[src/rtl/cfg_index_pkg.sv]
package cfg_index_pkg;
  localparam int SLOT_W   = 5;
  localparam int NUM_CTRL = 8;
  localparam int MAP_SLOT = 3;

  typedef enum logic [1:0] {
    SEL_NONE   = 2'd0,
    SEL_CTRL   = 2'd1,
    SEL_REGION = 2'd2,
    SEL_ID     = 2'd3
  } sel_e;

  typedef struct packed {
    logic              wr;
    logic              rd;
    sel_e              sel;
    logic [SLOT_W-1:0] slot;
  } strobe_t;
endpackage

[src/rtl/cfg_index_ctrl.sv]
module cfg_index_ctrl
  import cfg_index_pkg::*;
#(
  parameter int ADDR_W       = 16,
  parameter int INDEX_PORT   = 'h22,
  parameter int DATA_PORT    = 'h23,
  parameter int CTRL_LO_BASE = 'hC0,
  parameter int CTRL_HI_BASE = 'hE8,
  parameter int REGION_BASE  = 'hC4,
  parameter int NUM_REGIONS  = 4,
  parameter int ID_BASE      = 'hFE,
  parameter logic [3:0] MAP_KEY = 4'h1
) (
  input  logic              clk,
  input  logic              rstN,
  input  logic              ioStrobe,
  input  logic              ioWrite,
  input  logic [ADDR_W-1:0] ioAddr,
  input  logic [7:0]        ioWdata,
  input  logic [3:0]        mapField,
  output strobe_t           stb
);
  localparam int HALF_CTRL    = NUM_CTRL / 2;
  localparam int REGION_BYTES = 3 * NUM_REGIONS;

  logic [7:0] curIdx;
  logic       idxValid;
  logic       hitIndex;
  logic       hitData;
  logic       unlocked;
  sel_e       decSel;
  logic [SLOT_W-1:0] decSlot;

  assign hitIndex = ioStrobe && (ioAddr == ADDR_W'(INDEX_PORT));
  assign hitData  = ioStrobe && (ioAddr == ADDR_W'(DATA_PORT));
  assign unlocked = (mapField == MAP_KEY);

  always_ff @(posedge clk or negedge rstN) begin
    if (!rstN) begin
      curIdx   <= '0;
      idxValid <= 1'b0;
    end else if (hitIndex && ioWrite) begin
      curIdx   <= ioWdata;
      idxValid <= 1'b1;
    end else if (hitData) begin
      idxValid <= 1'b0;
    end
  end

  always_comb begin
    decSel  = SEL_NONE;
    decSlot = '0;
    if (int'(curIdx) >= CTRL_LO_BASE && int'(curIdx) < CTRL_LO_BASE + HALF_CTRL) begin
      decSel  = SEL_CTRL;
      decSlot = SLOT_W'(int'(curIdx) - CTRL_LO_BASE);
    end else if (unlocked && int'(curIdx) >= CTRL_HI_BASE &&
                 int'(curIdx) < CTRL_HI_BASE + HALF_CTRL) begin
      decSel  = SEL_CTRL;
      decSlot = SLOT_W'(int'(curIdx) - CTRL_HI_BASE + HALF_CTRL);
    end else if (unlocked && int'(curIdx) >= REGION_BASE &&
                 int'(curIdx) < REGION_BASE + REGION_BYTES) begin
      decSel  = SEL_REGION;
      decSlot = SLOT_W'(int'(curIdx) - REGION_BASE);
    end else if (int'(curIdx) == ID_BASE || int'(curIdx) == ID_BASE + 1) begin
      decSel  = SEL_ID;
      decSlot = SLOT_W'(int'(curIdx) - ID_BASE);
    end
  end

  always_comb begin
    stb.wr   = hitData && ioWrite && idxValid;
    stb.rd   = ioStrobe && !ioWrite && (hitData || hitIndex);
    stb.sel  = (hitData && idxValid) ? decSel : SEL_NONE;
    stb.slot = (hitData && idxValid) ? decSlot : '0;
  end

  // an index write is held for the next data access
  assert_index_latch_R2: assert property (@(posedge clk) disable iff (!rstN)
    (hitIndex && ioWrite) |=> (idxValid && curIdx == $past(ioWdata)));

  // one data access spends the index
  assert_index_consumed_R3: assert property (@(posedge clk) disable iff (!rstN)
    hitData |=> !idxValid);

  // reading the index port disturbs nothing
  assert_index_read_keeps_R9: assert property (@(posedge clk) disable iff (!rstN)
    (hitIndex && !ioWrite) |=> (idxValid == $past(idxValid) && curIdx == $past(curIdx)));
endmodule

[src/rtl/cfg_index_regs.sv]
module cfg_index_regs
  import cfg_index_pkg::*;
#(
  parameter int NUM_REGIONS   = 4,
  parameter logic [7:0] ID_LO = 8'h3A,
  parameter logic [7:0] ID_HI = 8'h05
) (
  input  logic                      clk,
  input  logic                      rstN,
  input  strobe_t                   stb,
  input  logic [7:0]                wrData,
  output logic [7:0]                rdData,
  output logic                      rdValid,
  output logic [3:0]                mapField,
  output logic [NUM_CTRL*8-1:0]     ctrlOut,
  output logic [NUM_REGIONS*24-1:0] regionOut
);
  localparam int REGION_BYTES = 3 * NUM_REGIONS;

  logic [7:0] ctrlReg   [NUM_CTRL];
  logic [7:0] regionByte[REGION_BYTES];
  logic [7:0] rdNext;

  for (genvar g = 0; g < NUM_CTRL; g++) begin : gCtrl
    always_ff @(posedge clk or negedge rstN) begin
      if (!rstN)
        ctrlReg[g] <= '0;
      else if (stb.wr && stb.sel == SEL_CTRL && stb.slot == SLOT_W'(g))
        ctrlReg[g] <= wrData;
    end
    assign ctrlOut[8*g +: 8] = ctrlReg[g];
  end

  for (genvar b = 0; b < REGION_BYTES; b++) begin : gRegionByte
    always_ff @(posedge clk or negedge rstN) begin
      if (!rstN)
        regionByte[b] <= '0;
      else if (stb.wr && stb.sel == SEL_REGION && stb.slot == SLOT_W'(b))
        regionByte[b] <= wrData;
    end
  end

  for (genvar r = 0; r < NUM_REGIONS; r++) begin : gRegionOut
    assign regionOut[24*r +: 24] = {regionByte[3*r], regionByte[3*r+1], regionByte[3*r+2]};
  end

  assign mapField = ctrlReg[MAP_SLOT][7:4];

  always_comb begin
    rdNext = 8'hFF;
    case (stb.sel)
      SEL_CTRL:
        for (int k = 0; k < NUM_CTRL; k++)
          if (stb.slot == SLOT_W'(k)) rdNext = ctrlReg[k];
      SEL_REGION:
        for (int k = 0; k < REGION_BYTES; k++)
          if (stb.slot == SLOT_W'(k)) rdNext = regionByte[k];
      SEL_ID:
        rdNext = stb.slot[0] ? ID_HI : ID_LO;
      default:
        rdNext = 8'hFF;
    endcase
  end

  always_ff @(posedge clk or negedge rstN) begin
    if (!rstN) begin
      rdData  <= 8'hFF;
      rdValid <= 1'b0;
    end else begin
      rdValid <= stb.rd;
      if (stb.rd) rdData <= rdNext;
    end
  end

  // a read that selects nothing returns all ones
  assert_unmapped_read_R4: assert property (@(posedge clk) disable iff (!rstN)
    (stb.rd && stb.sel == SEL_NONE) |=> rdData == 8'hFF);

  // identification bytes read back their fixed values
  assert_id_value_R5: assert property (@(posedge clk) disable iff (!rstN)
    (stb.rd && stb.sel == SEL_ID) |=> (rdData == ($past(stb.slot[0]) ? ID_HI : ID_LO)));

  // the valid flag only follows a read access
  assert_rdvalid_pulse_R8: assert property (@(posedge clk) disable iff (!rstN)
    rdValid |-> $past(stb.rd));

  // control bytes change only on a control write
  assert_ctrl_hold_R2: assert property (@(posedge clk) disable iff (!rstN)
    !(stb.wr && stb.sel == SEL_CTRL) |=> $stable(ctrlOut));

  // region bytes change only on a region write
  assert_region_hold_R7: assert property (@(posedge clk) disable iff (!rstN)
    !(stb.wr && stb.sel == SEL_REGION) |=> $stable(regionOut));
endmodule

[src/rtl/cfg_index_port.sv]
module cfg_index_port
  import cfg_index_pkg::*;
#(
  parameter int ADDR_W        = 16,
  parameter int NUM_REGIONS   = 4,
  parameter logic [7:0] ID_LO = 8'h3A,
  parameter logic [7:0] ID_HI = 8'h05,
  parameter logic [3:0] MAP_KEY = 4'h1
) (
  input  logic                      clk,
  input  logic                      rstN,
  input  logic                      ioStrobe,
  input  logic                      ioWrite,
  input  logic [ADDR_W-1:0]         ioAddr,
  input  logic [7:0]                ioWdata,
  output logic [7:0]                ioRdata,
  output logic                      ioRdValid,
  output logic [NUM_CTRL*8-1:0]     ctrlOut,
  output logic [NUM_REGIONS*24-1:0] regionOut
);
  strobe_t    stb;
  logic [3:0] mapField;

  cfg_index_ctrl #(
    .ADDR_W(ADDR_W),
    .NUM_REGIONS(NUM_REGIONS),
    .MAP_KEY(MAP_KEY)
  ) uCtrl (
    .clk(clk),
    .rstN(rstN),
    .ioStrobe(ioStrobe),
    .ioWrite(ioWrite),
    .ioAddr(ioAddr),
    .ioWdata(ioWdata),
    .mapField(mapField),
    .stb(stb)
  );

  cfg_index_regs #(
    .NUM_REGIONS(NUM_REGIONS),
    .ID_LO(ID_LO),
    .ID_HI(ID_HI)
  ) uRegs (
    .clk(clk),
    .rstN(rstN),
    .stb(stb),
    .wrData(ioWdata),
    .rdData(ioRdata),
    .rdValid(ioRdValid),
    .mapField(mapField),
    .ctrlOut(ctrlOut),
    .regionOut(regionOut)
  );
endmodule

[config.mk]
export PLATFORM = sky130hd
export DESIGN_NAME = cfg_index_port
export DESIGN_NICKNAME = d
export VERILOG_FILES = /design/src/rtl/cfg_index_pkg.sv /design/src/rtl/cfg_index_ctrl.sv /design/src/rtl/cfg_index_regs.sv /design/src/rtl/cfg_index_port.sv
export SDC_FILE = /design/constraint.sdc
export NUM_CORES = 1
export LEC_CHECK = 0
export ABC_AREA = 1
export ABC_CLOCK_PERIOD_IN_PS = 6800
export BUFFER_PORTS_ARGS = -buffer_cell sky130_fd_sc_hd__clkbuf_2
export CORE_MARGIN = 4
export CORE_UTILIZATION = 59
export DETAILED_ROUTE_END_ITERATION = 10
export PLACE_DENSITY = 0.86
export SETUP_SLACK_MARGIN = 0.5
export SLEW_MARGIN = 0
export SYNTH_ARGS = -nofsm -noshare
export SYNTH_HDL_FRONTEND = slang
export SYNTH_SLANG_ARGS = --single-unit
[constraint.sdc]
create_clock -name clk -period 6.8 [get_ports clk]
set_input_delay 1.36 -clock clk [delete_from_list [all_inputs] [get_ports clk]]
set_output_delay 1.36 -clock clk [all_outputs]
set_load 0.01 [all_outputs]
==> impl_results.md, run 1 <==
- Final Power: 2.045 mW
- Port Buffers: 196
- Critical Path AT: 3.88 ns
- Worst Tran Pin Value: 1.026 ns
- Final hold violations: 0
- Seq cells post-synth: 178
- Maxcap violations: 0
- Post-cts sizing count: 0
- Status: completed
- Clock transition at path regs: 0.07 ns
- Synthesized cell area: 9052 µm²
- DR pass1 iterations: 9
- Clock power share: 0.455
- WL/cell: 18.46 µm
- Utilization after layout: 0.7032
- CTS buffer count: 17
- Routed Wire Length: 28.48 mm
- Rows: 45
- Worst hold path type: reg2reg
- Syn nets: 1207
- Final worst setup slack: 3.288 ns
- Critical path class: in2reg
- Seq/Total Area, Yosys: 0.4932
- Maximum VDD drop: 0.1729 mV
- Hpwl dp: 20.25 mm
- Worst setup EP type: register
- Switching power total: 0.4861 mW
- Dpl cell area: 10050 µm²
- DRC Markers: 0
- Pre-CTS setup slack: 2.949 ns
- DRT iter0 DRCs: 1100
- Setup Fix Bufs, Post-CTS: 0
- CP max FO: 14
- First-pass GRT wire length: 45.25 mm
- Initial antenna violation count: 0
- RSZ-0062 raised after global routing: no
- Clk Latency, worst-skew pair: 0.44 ns
- YS warnings: 0
- Cells after Synth: 1174
- Fin area: 10610 µm²
- Post-synth top cells: nand2_1, o21ai_0, dfrtp_1
- Share of cells above drive strength 1: 0.2295
- Hold-fix buffers, CTS: 0
- PwrDens: 192.8 nW/µm²
- Layout Nets: 1375
- Final ANT Viol Nets: 0
- Die ar.: 17390 µm²
- Worst setup SP type: input port
- CTS Buffer Depth: 2
- Area share of the largest cell type after synthesis: 0.4699
- Setup TNS: 0 ns
- Clock Tree Root: clkbuf_16
- Fin crit period: 3.512 ns
- Clock Sinks: 178
- CP required: 7.17 ns
- Internal power: 1.559 mW
- Diodes inserted: 0
- Fin crit share: 0.5164
- Synth Flop Type: dfrtp_1
- CTS tree: yes
- DR vias/cell: 5.732
- Routability congestion estimate from global placement: 0.9655
- GRT Util Overall: 0.3290
- Count of cell types in the netlist: 41
- Avg Cell Area, Syn: 7.711 µm²
- Post-synth ARST share: 1.000
- Combinational share of power: 0.027
- Switch share: 0.2377
- Via Count: 8845
- Max H-tree Level: 4
- Top Ports: 197
- Synth top area cells: dfrtp_1, nand2_1, o21ai_0
- Count leader, synth: nand2_1
- Rel. slew slack: 0.3159
- Max Freq: 284.8 MHz
- Final Skew: 0.008788 ns
- Effective utilization at floorplan: 0.5999
- LEAKAGE: 5.363 nW
- Die X: 131.9 µm
- EDFF count, synth: 0
- Layout area overhead: 17.21%
- Setup violators final: 0
- Sequential share of power: 0.518
- Synth area leader: dfrtp_1
- Largest net degree at the start of global routing: 99
- Congestion Overflow GR: 0
- Core area: 15090 µm²
- Die Y: 131.9 µm
- Slew Viols, Final: 0
- Vias in the first global route: 8306
## logic make-up after synthesis
| logic type | count (synthesis) | share of synthesized area |
|---|---|---|
| adders and majority gates | 5 | 0.006911 |
| and+or+nand+nor | 568 | 0.2836 |
| xor gates and xnor gates | 2 | 0.001935 |
| buffers and inverters | 197 | 0.08735 |
| AOI/OAI and AO/OA | 224 | 0.1270 |
| DFF | 178 | 0.4932 |
## per-stage QoR
| stage | std cells | hold slack, ns |
|---|---|---|
| after floorplan | 1174 | 0.4529 |
| after global placement | 1511 | 0.4689 |
| after detailed placement | 1511 | 0.4778 |
| after CTS | 1543 | 0.4941 |
| after global routing | 1543 | 0.5332 |
| final | 1543 | 0.4921 |
## cells in the final DEF (no fill, tap or decap), types with 2 or more instances in the layout
master / n
a21boi_1: 6
nor2_2: 12
dfstp_2: 8
nand2_2: 11
and3_1: 2
clkinvlp_4: 5
nand2_1: 339
clkinv_2: 3
clkbuf_8: 2
nand2_4: 6
dfrtp_1: 170
nand3_1: 40
clkbuf_2: 195
or2_2: 13
clkbuf_16: 17
nor3_2: 2
inv_2: 13
o21ai_0: 179
clkinv_4: 3
ha_1: 5
nand4_1: 23
nand3_2: 4
inv_1: 135
o21a_1: 2
or2_0: 2
nor3_1: 9
inv_8: 2
nor2_4: 7
nand3b_1: 7
o21ai_1: 8
nor2_1: 85
a21oi_1: 27
## critical path, cell delays in order
cell and delay (ns):
clkbuf_2 0.09, nor2_1 0.21, nand3_1 0.11, nor2_1 0.10, nand3_1 0.08, nor2_2 0.25
nand3_1 0.16, inv_2 0.09, nand2_1 0.09, nor3b_2 0.83, nand2_1 0.16, nand4_1 0.17
o21a_1 0.12, a21boi_1 0.06
## final cells by class
cell class,count,area [µm²]
Clock buffer,19,452.9
Multi-Input combinational cell,799,3797
Fill cell,1198,4479
Tap cell,188,235.2
Sequential cell,178,4464
Clock inverter,13,105.1
Timing Repair Buffer,197,994.7
Inverter,149,560.5
## path summary, 6_finish.rpt
path	start	to	slack, ns	depth (start not counted)
worst min-delay path	uCtrl.curIdx[6]	uCtrl.curIdx[6]	0.49	2
min in group asynchronous	rstN	uRegs.regionOut[51]	1.03	1
worst min register to register	uCtrl.curIdx[6]	uCtrl.curIdx[6]	0.49	2
worst max-delay path	ioAddr[3]	uRegs.rdData[6]	3.29	14
max in group asynchronous	rstN	uRegs.regionOut[56]	4.18	2
worst max register to register	uCtrl.curIdx[2]	uRegs.rdData[0]	3.52	18
## power by group through the flow
stage | logic (mW) | clock network [mW] | registers (mW)
global route | 0.0628 | 0.970 | 1.06
detailed placement | 0.0562 | 0 | 1.08
finish | 0.0558 | 0.931 | 1.06
global placement | 0.0560 | 0 | 1.08
CTS | 0.0565 | 0.928 | 1.06
floorplan | 0.0153 | 0 | 1.08
## flip-flops by register name (all words and copies together), names as in the netlist
register and flops:
uCtrl.curIdx 8, uRegs.rdData 8, uRegs.rdValid 1, uCtrl.idxValid 1, uRegs.ctrlOut 64, uRegs.regionOut 96
## per-layer routing
layer  vias up  part of all wire  wire length [µm]  global-route usage
met2       524              0.48             13700              0.5302
met1      4199              0.39             11170              0.4414
met3        62              0.10              2845             0.08359
met4         0             0.027               769              0.1039
met5         -                 0                 0                   0
li1       4060                 -                 -                   -
(Power assumes the default switching activity.)
==> run 2, diff against run 1 <==
ABC_CLOCK_PERIOD_IN_PS = 3670   (was 6800)
CORE_UTILIZATION = 55   (was 59)
PLACE_DENSITY = 0.81   (was 0.86)
clock period = 3.67 ns   (was 6.8 ns; I/O delays follow)
==> run 2 against run 1 <==
  * Critical endpoint is now uRegs.regionOut[49]
  * Total power grew 86%
  * Critical path depth is the same
  * Register-to-register slack lost 2.8 ns
  * Clock power grew 85%
  * Utilization shrank 3.0 points
==> impl_results.md, run 2 (synthesis gave the netlist of run 1 again) <==
- Core area: 16000 µm² (+6.0%)
- GR Util met2: 0.4915 (-0.03875)
- Share of cells above drive strength 1: 0.2388 (+0.009275)
- LEAKAGE: 5.434 nW (+1.3%)
- Port Buffers: 196 (unchanged)
- Hpwl dp: 21.06 mm (+4.0%)
- Setup TNS: 0 ns (unchanged)
- Fin crit period: 2.942 ns
- Most common cell after layout, fill and taps aside: nand2_1
- Worst setup EP type: register
- Maximum VDD drop: 0.3162 mV (+83%)
- Status: completed
- WL/cell: 18.64 µm (+1.0%)
- Routed Wire Length: 29.40 mm (+3.2%)
- Clk Latency, worst-skew pair: 0.43 ns (about the same)
- Rows: 46 (+2.2%)
- Reg2Reg Setup Slack: 0.73 ns (-2.79 ns)
- Final Skew: 0.01107 ns (+0.002277 ns)
- Via Count: 8778 (-0.76%)
- Diodes inserted: 0 (unchanged)
- Clock Tree Root: clkbuf_16
- CP required: 3.93 ns (-3.24 ns)
- Final hold violations: 0 (unchanged)
- Max reg flops: 96 (unchanged)
- Gr busiest metal: met2
- CTS tree: yes
- RSZ-0062 raised after global routing: yes
- Die ar.: 18580 µm² (+6.8%)
- CTS buffer count: 17 (unchanged)
- DR pass1 iterations: 6 (-3)
- GRT Util Overall: 0.3218 (-0.007296)
- PwrDens: 352.2 nW/µm² (+83%)
- Dpl cell area: 10110 µm² (+0.62%)
- Rel. slew slack: 0.3173 (+0.001423)
- Reg2reg end: uRegs.regionOut[49]
- First-pass GRT wire length: 45.29 mm (about the same)
- Top Ports: 197 (unchanged)
- CP max FO: 16 (+2)
- Fin crit share: 0.8015
- Die X: 136.3 µm (+3.4%)
- DRC Markers: 0 (unchanged)
- Worst R2R Path Depth: 14 (-4)
- Initial antenna violation count: 0 (unchanged)
- Fin area: 10780 µm² (+1.6%)
- Max Freq: 339.9 MHz
- Critical path startpoint: uCtrl.curIdx[3]
- Global routing usage on met1: 0.4485 (+0.007093)
- Max H-tree Level: 4 (unchanged)
- Effective utilization at floorplan: 0.5658 (-0.03415)
- Setup violators final: 0 (unchanged)
- Final ANT Viol Nets: 0 (unchanged)
- Critical path class: reg2reg
- Worst setup SP type: register
- Reg2reg start: uCtrl.curIdx[3]
- Layout Nets: 1381 (+0.44%)
- CTS Buffer Depth: 2 (unchanged)
- Routability congestion estimate from global placement: 0.9775 (+1.2%)
- Clock Sinks: 178 (unchanged)
- Die Y: 136.3 µm (+3.4%)
- Vias in the first global route: 8261 (-0.54%)
- DR vias/cell: 5.566 (-2.9%)
- Congestion Overflow GR: 0 (unchanged)
- GRT met3 Usage: 0.06662 (-0.01697)
- Most frequent cells in the layout: nand2_1, clkbuf_2, o21ai_0
- Hold-fix buffers, CTS: 0 (unchanged)
- Clock transition at path regs: 0.07 ns (about the same)
- Worst hold path type: in2async
- Largest net degree at the start of global routing: 76 (-23%)
- DRT iter0 DRCs: 1013 (-7.9%)
- Worst Tran Pin Value: 1.023 ns (-0.003262 ns)
- Layout area overhead: 19.03%
- Slew Viols, Final: 0 (unchanged)
- Maxcap violations: 0 (unchanged)
- Critical Path AT: 3.20 ns (-0.68 ns)
- CP endpoint: uRegs.regionOut[49]
- Final Power: 3.795 mW (+86%)
-- run 2: where the power goes --
part	switching (mW)	internal [mW]
clock	0.779	0.944
combinational	0.0923	0.0174
sequential	0.0000933	1.96
total	0.871	2.92
-- run 2: metrics by stage --
stage	std cells	worst slack, ns	hold slack (ns)	utilization
global placement	1541	0.4323	0.4678	0.6322
CTS	1573	0.5833	0.3421	0.6667
detailed placement	1541	0.3793	0.4816	0.6322
finish	1577	0.7284	0.3059	0.6734
global route	1577	0.4488	0.3675	0.6734
floorplan	1174	1.135	0.4384	-
-- run 2: cell type report --
type                            instances  area (µm²)
Fill cell                            1404        5225
Sequential cell                       178        4466
Multi-Input combinational cell        800        3857
Timing Repair Buffer                  202        1070
Inverter                              149       564.3
Clock buffer                           21       440.4
Tap cell                              216       270.3
Clock inverter                         11       107.6
-- run 2: worst min path at each step --
stage,start,end
6_report,rstN,uRegs.ctrlOut[4]
4_1_cts,rstN,uRegs.ctrlOut[4]
3_5_place_dp,uCtrl.curIdx[6],uCtrl.curIdx[6]
2_1_floorplan,rstN,uCtrl.curIdx[0]
3_3_place_gp,uCtrl.curIdx[7],uCtrl.curIdx[7]
5_1_grt,rstN,uRegs.ctrlOut[6]
-- run 2: critical path: stages, from the launching register on --
cell	delay (ns)
dfrtp_1	0.48
inv_1	0.12
ha_2	0.23
nand2_1	0.07
nor2_1	0.04
nand2_2	0.09
nand2_4	0.09
nand2_1	0.10
nand2_1	0.08
nor2_1	0.16
nand2_2	0.19
nor2_4	0.40
nand2_1	0.42
nand2_1	0.18
o21ai_0	0.10
-- run 2: repair_timing --
action / 4_1_cts / 5_1_grt
setup endpoints to repair: 1 / 92
resized for setup: 1 / 19
setup buffers: 0 / 3
hold endpoints to repair: 0 / 0
pin swaps: 0 / 3
gates cloned: 0 / 1
-- run 2: layer usage --
metal  share of wire  wire length [µm]
met5               0                 0
met3           0.098              2868
met1            0.41             12020
met4           0.033               960
met2            0.46             13550
